--- src/rtl/ptw_pkg.sv ---
package ptw_pkg;
  typedef enum logic [1:0] {
    ST_IDLE  = 2'd0,
    ST_ISSUE = 2'd1,
    ST_WAIT  = 2'd2,
    ST_FIN   = 2'd3
  } ptw_state_e;
endpackage

--- src/rtl/ptw_slice_mux.sv ---
module ptw_slice_mux #(
  parameter int LEVELS  = 2,
  parameter int SLICE_W = 4,
  parameter int LVL_W   = 1
) (
  input  logic [LEVELS*SLICE_W-1:0] vpn,
  input  logic [LVL_W-1:0]          sel,
  output logic [SLICE_W-1:0]        slice
);
  logic [SLICE_W-1:0] parts [LEVELS];

  // level 0 takes the most significant slice
  for (genvar g = 0; g < LEVELS; g++) begin : g_part
    assign parts[g] = vpn[(LEVELS-g)*SLICE_W-1 -: SLICE_W];
  end

  always_comb begin
    slice = '0;
    for (int i = 0; i < LEVELS; i++) begin
      if (sel == LVL_W'(i)) slice = parts[i];
    end
  end
endmodule

--- src/rtl/ptw_addr_form.sv ---
module ptw_addr_form #(
  parameter int PPN_W   = 6,
  parameter int SLICE_W = 4,
  parameter int ESH     = 1,
  parameter int MADDR_W = PPN_W + SLICE_W + ESH
) (
  input  logic [PPN_W-1:0]   base,
  input  logic [SLICE_W-1:0] slice,
  output logic [MADDR_W-1:0] addr
);
  if (ESH == 0) begin : g_noscale
    assign addr = {base, slice};
  end else begin : g_scale
    assign addr = {base, slice, {ESH{1'b0}}};
  end
endmodule

--- src/rtl/ptw_ctrl.sv ---
module ptw_ctrl
  import ptw_pkg::*;
#(
  parameter int LEVELS  = 2,
  parameter int SLICE_W = 4,
  parameter int PPN_W   = 6,
  parameter int OFF_W   = 6,
  parameter int LVL_W   = 1,
  parameter int MADDR_W = 11
) (
  input  logic                      clk,
  input  logic                      rst,
  input  logic                      req_valid,
  output logic                      req_ready,
  input  logic [PPN_W-1:0]          req_root,
  input  logic [LEVELS*SLICE_W-1:0] req_vpn,
  input  logic [OFF_W-1:0]          req_off,
  output logic                      mem_req,
  output logic [MADDR_W-1:0]        mem_addr,
  input  logic                      mem_ack,
  input  logic [PPN_W:0]            mem_data,
  input  logic [MADDR_W-1:0]        nxt_addr,
  output logic [LEVELS*SLICE_W-1:0] src_vpn,
  output logic [LVL_W-1:0]          src_lvl,
  output logic [PPN_W-1:0]          src_base,
  output logic                      walk_done,
  output logic                      walk_fault,
  output logic [LVL_W-1:0]          fault_level,
  output logic [PPN_W-1:0]          ppn_out,
  output logic [PPN_W+OFF_W-1:0]    pa_out
);
  localparam logic [LVL_W-1:0] LAST = LVL_W'(LEVELS-1);

  ptw_state_e                state_q;
  logic [LVL_W-1:0]          level_q;
  logic [LEVELS*SLICE_W-1:0] vpn_q;
  logic [OFF_W-1:0]          off_q;
  logic [MADDR_W-1:0]        addr_q;
  logic                      done_q, fault_q;
  logic [LVL_W-1:0]          flvl_q;
  logic [PPN_W-1:0]          ppn_q;
  logic [PPN_W+OFF_W-1:0]    pa_q;
  logic                      ent_valid;
  logic [PPN_W-1:0]          ent_base;

  assign ent_valid = mem_data[PPN_W];
  assign ent_base  = mem_data[PPN_W-1:0];

  always_comb begin
    if (state_q == ST_IDLE) begin
      src_vpn  = req_vpn;
      src_lvl  = '0;
      src_base = req_root;
    end else begin
      src_vpn  = vpn_q;
      src_lvl  = (level_q == LAST) ? level_q : level_q + LVL_W'(1);
      src_base = ent_base;
    end
  end

  always_ff @(posedge clk) begin
    if (rst) begin
      state_q <= ST_IDLE;
      level_q <= '0;
      vpn_q   <= '0;
      off_q   <= '0;
      addr_q  <= '0;
      done_q  <= 1'b0;
      fault_q <= 1'b0;
      flvl_q  <= '0;
      ppn_q   <= '0;
      pa_q    <= '0;
    end else begin
      done_q  <= 1'b0;
      fault_q <= 1'b0;
      case (state_q)
        ST_IDLE: begin
          if (req_valid) begin
            vpn_q   <= req_vpn;
            off_q   <= req_off;
            level_q <= '0;
            addr_q  <= nxt_addr;
            state_q <= ST_ISSUE;
          end
        end
        ST_ISSUE: state_q <= ST_WAIT;
        ST_WAIT: begin
          if (mem_ack) begin
            if (!ent_valid) begin
              fault_q <= 1'b1;
              flvl_q  <= level_q;
              state_q <= ST_FIN;
            end else if (level_q == LAST) begin
              done_q  <= 1'b1;
              ppn_q   <= ent_base;
              pa_q    <= {ent_base, off_q};
              state_q <= ST_FIN;
            end else begin
              level_q <= level_q + LVL_W'(1);
              addr_q  <= nxt_addr;
              state_q <= ST_ISSUE;
            end
          end
        end
        default: state_q <= ST_IDLE;
      endcase
    end
  end

  assign req_ready   = (state_q == ST_IDLE);
  assign mem_req     = (state_q == ST_ISSUE);
  assign mem_addr    = addr_q;
  assign walk_done   = done_q;
  assign walk_fault  = fault_q;
  assign fault_level = flvl_q;
  assign ppn_out     = ppn_q;
  assign pa_out      = pa_q;

  // a read request lasts one cycle
  a_r5_req_pulse: assert property (@(posedge clk) disable iff (rst)
    mem_req |=> !mem_req);
  // the address holds while a read is outstanding
  a_r5_addr_stable: assert property (@(posedge clk) disable iff (rst)
    (state_q == ST_WAIT) |-> $stable(mem_addr));
  // acceptance starts a read and drops ready
  a_r2_accept: assert property (@(posedge clk) disable iff (rst)
    (req_valid && req_ready) |=> (mem_req && !req_ready));
  // done is a single-cycle pulse
  a_r6_done_pulse: assert property (@(posedge clk) disable iff (rst)
    walk_done |=> !walk_done);
  // no read follows a fault, and the level is in range
  a_r7_fault_quiet: assert property (@(posedge clk) disable iff (rst)
    walk_fault |-> (!mem_req && fault_level <= LAST));
  // done and fault are exclusive
  a_r8_exclusive: assert property (@(posedge clk) disable iff (rst)
    !(walk_done && walk_fault));
endmodule

--- src/rtl/page_walker.sv ---
module page_walker #(
  parameter int LEVELS      = 2,
  parameter int SLICE_W     = 4,
  parameter int PPN_W       = 6,
  parameter int OFF_W       = 6,
  parameter int ENTRY_BYTES = 2,
  localparam int ESH        = (ENTRY_BYTES > 1) ? $clog2(ENTRY_BYTES) : 0,
  localparam int LVL_W      = (LEVELS > 1) ? $clog2(LEVELS) : 1,
  localparam int VPN_W      = LEVELS * SLICE_W,
  localparam int MADDR_W    = PPN_W + SLICE_W + ESH
) (
  input  logic                   clk,
  input  logic                   rst,
  input  logic                   req_valid,
  output logic                   req_ready,
  input  logic [PPN_W-1:0]       req_root,
  input  logic [VPN_W-1:0]       req_vpn,
  input  logic [OFF_W-1:0]       req_off,
  output logic                   mem_req,
  output logic [MADDR_W-1:0]     mem_addr,
  input  logic                   mem_ack,
  input  logic [PPN_W:0]         mem_data,
  output logic                   walk_done,
  output logic                   walk_fault,
  output logic [LVL_W-1:0]       fault_level,
  output logic [PPN_W-1:0]       ppn_out,
  output logic [PPN_W+OFF_W-1:0] pa_out
);
  logic [VPN_W-1:0]   src_vpn;
  logic [LVL_W-1:0]   src_lvl;
  logic [PPN_W-1:0]   src_base;
  logic [SLICE_W-1:0] cur_slice;
  logic [MADDR_W-1:0] nxt_addr;

  ptw_slice_mux #(.LEVELS(LEVELS), .SLICE_W(SLICE_W), .LVL_W(LVL_W)) u_slice (
    .vpn(src_vpn), .sel(src_lvl), .slice(cur_slice));

  ptw_addr_form #(.PPN_W(PPN_W), .SLICE_W(SLICE_W), .ESH(ESH), .MADDR_W(MADDR_W)) u_addr (
    .base(src_base), .slice(cur_slice), .addr(nxt_addr));

  ptw_ctrl #(.LEVELS(LEVELS), .SLICE_W(SLICE_W), .PPN_W(PPN_W), .OFF_W(OFF_W),
             .LVL_W(LVL_W), .MADDR_W(MADDR_W)) u_ctrl (
    .clk(clk), .rst(rst), .req_valid(req_valid), .req_ready(req_ready),
    .req_root(req_root), .req_vpn(req_vpn), .req_off(req_off),
    .mem_req(mem_req), .mem_addr(mem_addr), .mem_ack(mem_ack), .mem_data(mem_data),
    .nxt_addr(nxt_addr), .src_vpn(src_vpn), .src_lvl(src_lvl), .src_base(src_base),
    .walk_done(walk_done), .walk_fault(walk_fault), .fault_level(fault_level),
    .ppn_out(ppn_out), .pa_out(pa_out));
endmodule

--- config.mk ---
export PLATFORM = sky130hd
export DESIGN_NAME = page_walker
export DESIGN_NICKNAME = d
export VERILOG_FILES = /design/src/rtl/ptw_pkg.sv /design/src/rtl/ptw_slice_mux.sv /design/src/rtl/ptw_addr_form.sv /design/src/rtl/ptw_ctrl.sv /design/src/rtl/page_walker.sv
export SDC_FILE = /design/constraint.sdc
export NUM_CORES = 1
export LEC_CHECK = 0
export BUFFER_PORTS_ARGS = -buffer_cell sky130_fd_sc_hd__buf_4
export CORE_AREA = 2 2 82 84
export CTS_CLUSTER_DIAMETER = 100
export DETAILED_ROUTE_END_ITERATION = 8
export DIE_AREA = 0 0 84 86
export SKIP_LAST_GASP = 1
export SLEW_MARGIN = 15
export SYNTH_ARGS = -nofsm -noshare
export SYNTH_HDL_FRONTEND = slang
export SYNTH_SLANG_ARGS = --single-unit
--- constraint.sdc ---
create_clock -name clk -period 3.9 [get_ports clk]
set_input_delay 0.39 -clock clk [delete_from_list [all_inputs] [get_ports clk]]
set_output_delay 0.39 -clock clk [all_outputs]
set_load 0.005 [all_outputs]
## After elaboration in Yosys (flattened, before gate mapping)

Index checks and enable logic that the tools add are counted.

- $add $sub $neg: 1
- Equal/unequal tests: 6
- Muxes and demuxes: 21
- Bitwise gates (word level): 3
- Reduce and logical (&&, ||, !) cells: 10

Operators with widths:

| operator | number |
|---|---|
| 11-bit 2-to-1 mux | 4 |
| 11-bit one-hot mux with 2 select lines | 1 |
| 2-bit 2-to-1 mux | 4 |
| 8-bit 2-to-1 mux | 1 |
| 2-bit inequality test (second input constant) | 4 |
| 4-bit AND reduction | 2 |
| 1-bit 2-to-1 mux | 7 |
| 6-bit 2-to-1 mux | 1 |
| 2-bit one-hot mux with 3 select lines | 1 |
| 5-bit AND reduction | 1 |
| 4-bit 2-to-1 mux | 1 |
| 2-bit AND reduction | 2 |
| 4-bit OR reduction | 1 |
| 1-bit NOT | 3 |
| 3-bit AND reduction | 1 |
| 3-bit OR reduction | 1 |
| 2-bit by 1-bit equality test with 1-bit output (second input constant) | 1 |
| 2-bit equality test (second input constant) | 1 |
| 2-bit zero test | 1 |
| 1-bit one-hot mux with 2 select lines | 1 |
| 2-bit nonzero test | 1 |
| 1-bit adder (second input constant) | 1 |

- Flip-flop bits (word level): 49
- Input bits: 31
- Logic and storage cells: 51

## Depth between registers and ports, before layout

- Depth after elaboration: 8
- Mapped depth: 6
- Depth with buffers taken out: 3

## Modules after synthesis

From an unflattened synthesis, not the netlist that was laid out.

- Cell total of the unflattened synthesis: 240
- Area, all modules: 2361.0 µm²

By module, submodules not included:

| module | times used | cells an instance | area an instance (µm²) |
|---|---|---|---|
| ptw_ctrl | 1 | 224 | 2229.6 |
| ptw_addr_form | 1 | 12 | 86.3 |
| ptw_slice_mux | 1 | 4 | 45.0 |

## Worst setup path after synthesis

No wires, ideal clock.

- Path type: register -> register
- From: register u_ctrl.state_q[1]
- To: register u_ctrl.addr_q[10] (netlist: u_ctrl.mem_addr[10])
- Setup time: 0.146 ns
- Arrival time: 1.125 ns
- Data required time: 3.754 ns
- Slack: 2.629 ns
- Cell stages (with the launch flop): 6
- Buffers on the path: 2
- Clock period less this slack: 1.271 ns
- Cell sequence: dfxtp_1 buf_6 buf_8 mux2_4 a211oi_2 a211oi_2

- Longest elaborated chain between the ends: 6

RTL lines:

| element | RTL line | source |
|---|---|---|
| from (decl) | ptw_ctrl.sv:34 | `ptw_state_e state_q;` |
| from (signal assigned) | ptw_ctrl.sv:63 | `state_q <= ST_IDLE;` |
| from (signal assigned) | ptw_ctrl.sv:83 | `state_q <= ST_ISSUE;` |
| from (signal assigned) | ptw_ctrl.sv:86 | `ST_ISSUE: state_q <= ST_WAIT;` |
| 2-bit zero test | ptw_ctrl.sv:50, ptw_ctrl.sv:76 |  |
| 6-bit 2-to-1 mux | ptw_ctrl.sv:50 | `if (state_q == ST_IDLE) begin` |
| 11-bit 2-to-1 mux | ptw_ctrl.sv:93 | `end else if (level_q == LAST) begin` |
| 11-bit 2-to-1 mux | ptw_ctrl.sv:89 | `if (!ent_valid) begin` |
| 11-bit 2-to-1 mux | ptw_ctrl.sv:88 | `if (mem_ack) begin` |
| 11-bit one-hot mux with 2 select lines | ptw_ctrl.sv:76 | `case (state_q)` |
| to (signal assigned) | ptw_ctrl.sv:82 | `addr_q <= nxt_addr;` |
| to (signal assigned) | ptw_ctrl.sv:100 | `addr_q <= nxt_addr;` |
| to (decl) | ptw_ctrl.sv:38 | `logic [MADDR_W-1:0] addr_q;` |

Parallel ways exist; a longest one is shown, timed or not. The select of a mux whose other input is x is not followed.
A chain may end at the register's enable or synchronous reset.

## Worst setup path after layout

- From: register u_ctrl.state_q[1]
- To: register u_ctrl.pa_q[4] (netlist: u_ctrl.pa_out[4])

- Longest elaborated chain between the ends: 2

RTL lines:

| element | RTL line | source |
|---|---|---|
| 2-bit equality test | ptw_ctrl.sv:76 |  |
| 4-bit AND reduction (no source line) | n/a |  |
| to (signal assigned) | ptw_ctrl.sv:96 | `pa_q <= {ent_base, off_q};` |
| to (decl) | ptw_ctrl.sv:42 | `logic [PPN_W+OFF_W-1:0] pa_q;` |

No other way between the ends.

==> PnR_summary.wiki <==
{| class="wikitable"
! Metric !! Value
|-
| Cell Rows || 29
|-
| Yosys cell types || 28
|-
| Worst-case clock skew || 0.008222 ns
|-
| Clk buf depth || 2
|-
| Count of state elements after synthesis || 38
|-
| Net Count, Synth || 212
|-
| Endpoints failing hold || 0
|-
| Aggregate global routing overflow || 0
|-
| Delay of the slowest cell on the worst path || 0.85 ns
|-
| Slew @ Worst Pin || 0.8011 ns
|-
| Average vias per placed instance || 4.644
|-
| Floorplan core area || 6277 sq um
|-
| Die X || 84 um
|-
| CP Capture Type || flip-flop
|-
| Crit-path slowest cell || sky130_fd_sc_hd__dfxtp_1
|-
| Wl on met1 || 1960 um
|-
| Total length of routed met3 wires || 308 um
|-
| Maximum resistive drop on vdd || 143.7 uV
|-
| Total length of routed met2 wires || 1890 um
|-
| Die Height || 86 um
|-
| Number of setup violations in the final report || 0
|-
| PortBufs || 63
|-
| Max-capacitance violation count || 0
|-
| Initial Util || 0.2952
|-
| DRC violation count after routing || 0
|-
| Number of standard cells after synthesis || 181
|-
| Average cell area after synthesis || 10.24 sq um
|-
| Vias in the first global route || 1278
|-
| Number of fillers in the final layout || 660
|-
| Post-synth ARST share || 0
|-
| # IOs || 65
|-
| Routed wirelength normalized by instance count || 13.74 um
|-
| Worst slack on hold paths || 0.3285 ns
|-
| Setup repair after global routing missed its margin || no
|-
| Startpoint of the most critical register-to-register path || u_ctrl.state_q[1]
|-
| Most common library cell in the layout ignoring fill and taps || sky130_fd_sc_hd__buf_4
|-
| Wire length of the first global-routing pass || 6672 um
|-
| Clk slew on worst S/H paths || 0.08 ns
|-
| Worst max-slew margin expressed relative to the limit || 0.4652
|-
| Required time worst endpoint || 4.06 ns
|-
| Antenna viol nets, final || 0
|-
| Share of layout cells above drive strength 1 || 0.4629
|-
| Area delta synth->final || 28.90%
|-
| Sequential-to-total area share from yosys stat || 0.4105
|-
| Pre-CTS worst setup slack || 1.792 ns
|-
| Maximum fanout count along the critical path || 19
|-
| Number of antenna violations at the first check in global routing || 0
|-
| Setup crit start kind || flip-flop
|-
| Worst path bufs/invs || 0
|-
| Worst r2r dst || u_ctrl.pa_out[4]
|-
| Cell chain of the critical path || nand4b_1, o21ai_0, a21oi_1
|-
| Via count || 1421
|-
| Maximum number of pins on one net before global-route repair || 39
|-
| Total number of yosys warnings || 0
|-
| CTS Hold Buffers Added || 0
|-
| Critical path arrival || 2.25 ns
|-
| Number of setup buffers added after CTS || 0
|-
| Endpoint of the worst hold path || u_ctrl.off_q[3]
|-
| Total length of routed wires || 4204 um
|-
| Area of the die || 7224 sq um
|-
| Total negative slack for setup checks || 0 ns
|-
| Clock buffer count from CTS || 5
|-
| Detailed placement HPWL || 3053 um
|-
| Count of final max-slew check failures || 0
|-
| Total power per unit cell area || 413.1 nW/um^2
|-
| Later-pin clock latency in the skew report || 0.29 ns
|-
| Fin crit period || 2.085 ns
|-
| Status || finished clean
|-
| Leading cell types in the layout, fill and taps excluded || sky130_fd_sc_hd__buf_4 (65), sky130_fd_sc_hd__dfxtp_1 (38), sky130_fd_sc_hd__a211oi_2 (21)
|-
| Share of the cycle needed by the critical path after routing || 0.5346
|-
| Reg2Reg Setup Slack || 1.82 ns
|-
| Min-delay src || req_off[3]
|-
| Peak Freq || 0.4796 GHz
|-
| Utilization after layout || 0.3805
|-
| Final setup margin || 1.815 ns
|-
| Static leakage || 0.9788 nW
|-
| Num Clock Sinks || 38
|-
| Cell count of the worst hold path || 3
|-
| Cts repair resizes || 0
|-
| Cell family with most CP delay || flip-flops
|-
| Number of synthesized flops with an enable pin || 0
|-
| Synth Cell Area || 1853 sq um
|-
| Clock Tree Root || sky130_fd_sc_hd__clkbuf_8
|-
| CTS tree || built
|-
| Category of the most critical setup path || flip-flop to flip-flop
|-
| Most instantiated flip-flop cell in the synthesis netlist || sky130_fd_sc_hd__dfxtp_1
|-
| Number of search-and-repair iterations in the first detailed-routing pass || 4
|-
| Nets || 259
|-
| Htree depth || 2
|-
| Violation count after the first detailed-route iteration || 79
|-
| Worst-case reg-to-reg path depth || 3
|-
| Total inserted antenna cells || 0
|-
| Overall Global Routing Usage || 0.1168
|-
| Worst hold path class || input pin to flip-flop
|-
| Final weighted congestion of routability-driven global placement || 0.7402
|-
| Highest metal layer with signal wires || met4
|}
-- cells by family (layout without fill, tap and decap cells) --
group	Yosys count	in the layout	synth area share
AND/OR/NAND/NOR	37	37	0.1134
AO/OA/AOI/OAI	48	48	0.2161
multiplexers	21	21	0.1323
other	1	1	0.002024
buffers and inverters	36	84	0.1256
flip-flops	38	38	0.4105
-- how the worst max path moves through the flow --
stage,end,from,depth (start not counted)
floorplan,u_ctrl.mem_addr[10],u_ctrl.state_q[1],5
global placement,u_ctrl.pa_out[5],u_ctrl.state_q[1],3
detailed placement,u_ctrl.pa_out[4],u_ctrl.state_q[1],3
CTS,u_ctrl.pa_out[5],u_ctrl.state_q[1],3
global route,u_ctrl.pa_out[5],u_ctrl.state_q[1],3
finish,u_ctrl.pa_out[4],u_ctrl.state_q[1],3
-- cells in the mapped netlist (2+ instances only) --
cell type | instances | share of area
sky130_fd_sc_hd__dfxtp_1 | 38 | 0.41
sky130_fd_sc_hd__a211oi_2 | 21 | 0.14
sky130_fd_sc_hd__a21oi_1 | 14 | 0.038
sky130_fd_sc_hd__nor2_1 | 14 | 0.028
sky130_fd_sc_hd__nand3_1 | 12 | 0.032
sky130_fd_sc_hd__inv_1 | 11 | 0.022
sky130_fd_sc_hd__mux2i_1 | 11 | 0.059
sky130_fd_sc_hd__buf_4 | 10 | 0.041
sky130_fd_sc_hd__o21ai_1 | 8 | 0.022
sky130_fd_sc_hd__clkbuf_1 | 6 | 0.012
sky130_fd_sc_hd__mux2_4 | 6 | 0.049
sky130_fd_sc_hd__buf_6 | 4 | 0.024
sky130_fd_sc_hd__mux2_2 | 4 | 0.024
sky130_fd_sc_hd__o21ai_0 | 4 | 0.011
sky130_fd_sc_hd__nor2b_1 | 3 | 0.010
sky130_fd_sc_hd__buf_2 | 2 | 0.0054
sky130_fd_sc_hd__nand4b_1 | 2 | 0.0095
-- area by class of cell --
class / instances / area (sq um) / area share
well taps: 77 / 96.34 / 0.04034
clock inverters: 2 / 60.06 / 0.02514
flip-flops and latches: 38 / 760.7 / 0.3185
repair buffers: 65 / 488.0 / 0.2043
inverters: 11 / 41.29 / 0.01729
multi-input cells: 107 / 859.6 / 0.3599
clock buffers: 6 / 82.58 / 0.03457
-- per-layer routing --
layer  GRT usage  vias up
li1            -      718
met1      0.1632      655
met2      0.1665       42
met3     0.04716        6
met4     0.03079        0
met5           0        -
-- tightest hold or removal path: stages --
cell and delay (ns):
sky130_fd_sc_hd__buf_4 0.08, sky130_fd_sc_hd__mux2i_1 0.05, sky130_fd_sc_hd__nor2_1 0.07
-- registers in the layout, indices dropped and copies added (netlist names) --
register / count
u_ctrl.fault_level: 1
u_ctrl.level_q: 1
u_ctrl.mem_addr: 10
u_ctrl.off_q: 6
u_ctrl.pa_out: 12
u_ctrl.state_q: 2
u_ctrl.vpn_q: 4
u_ctrl.walk_done: 1
u_ctrl.walk_fault: 1
-- where the power goes --
group / total [W] / switching, W / internal, W / leakage (nW)
Combinational: 0.000146 / 0.0000624 / 0.0000833 / 0.597
Sequential: 0.000430 / 0.0000211 / 0.000409 / 0.310
Clock: 0.000411 / 0.000138 / 0.000273 / 0.0714
-- metrics by stage --
step           total power (W)  cell area, sq um  instances
2_1_floorplan        0.0005414              1853        181
3_3_place_gp         0.0005854              2246        298
6_report             0.0009868              2389        306
4_1_cts              0.0009997              2389        306
5_1_grt               0.001031              2389        306
3_5_place_dp         0.0005877              2246        298
Note: power is estimated with default switching activity, not from simulation.
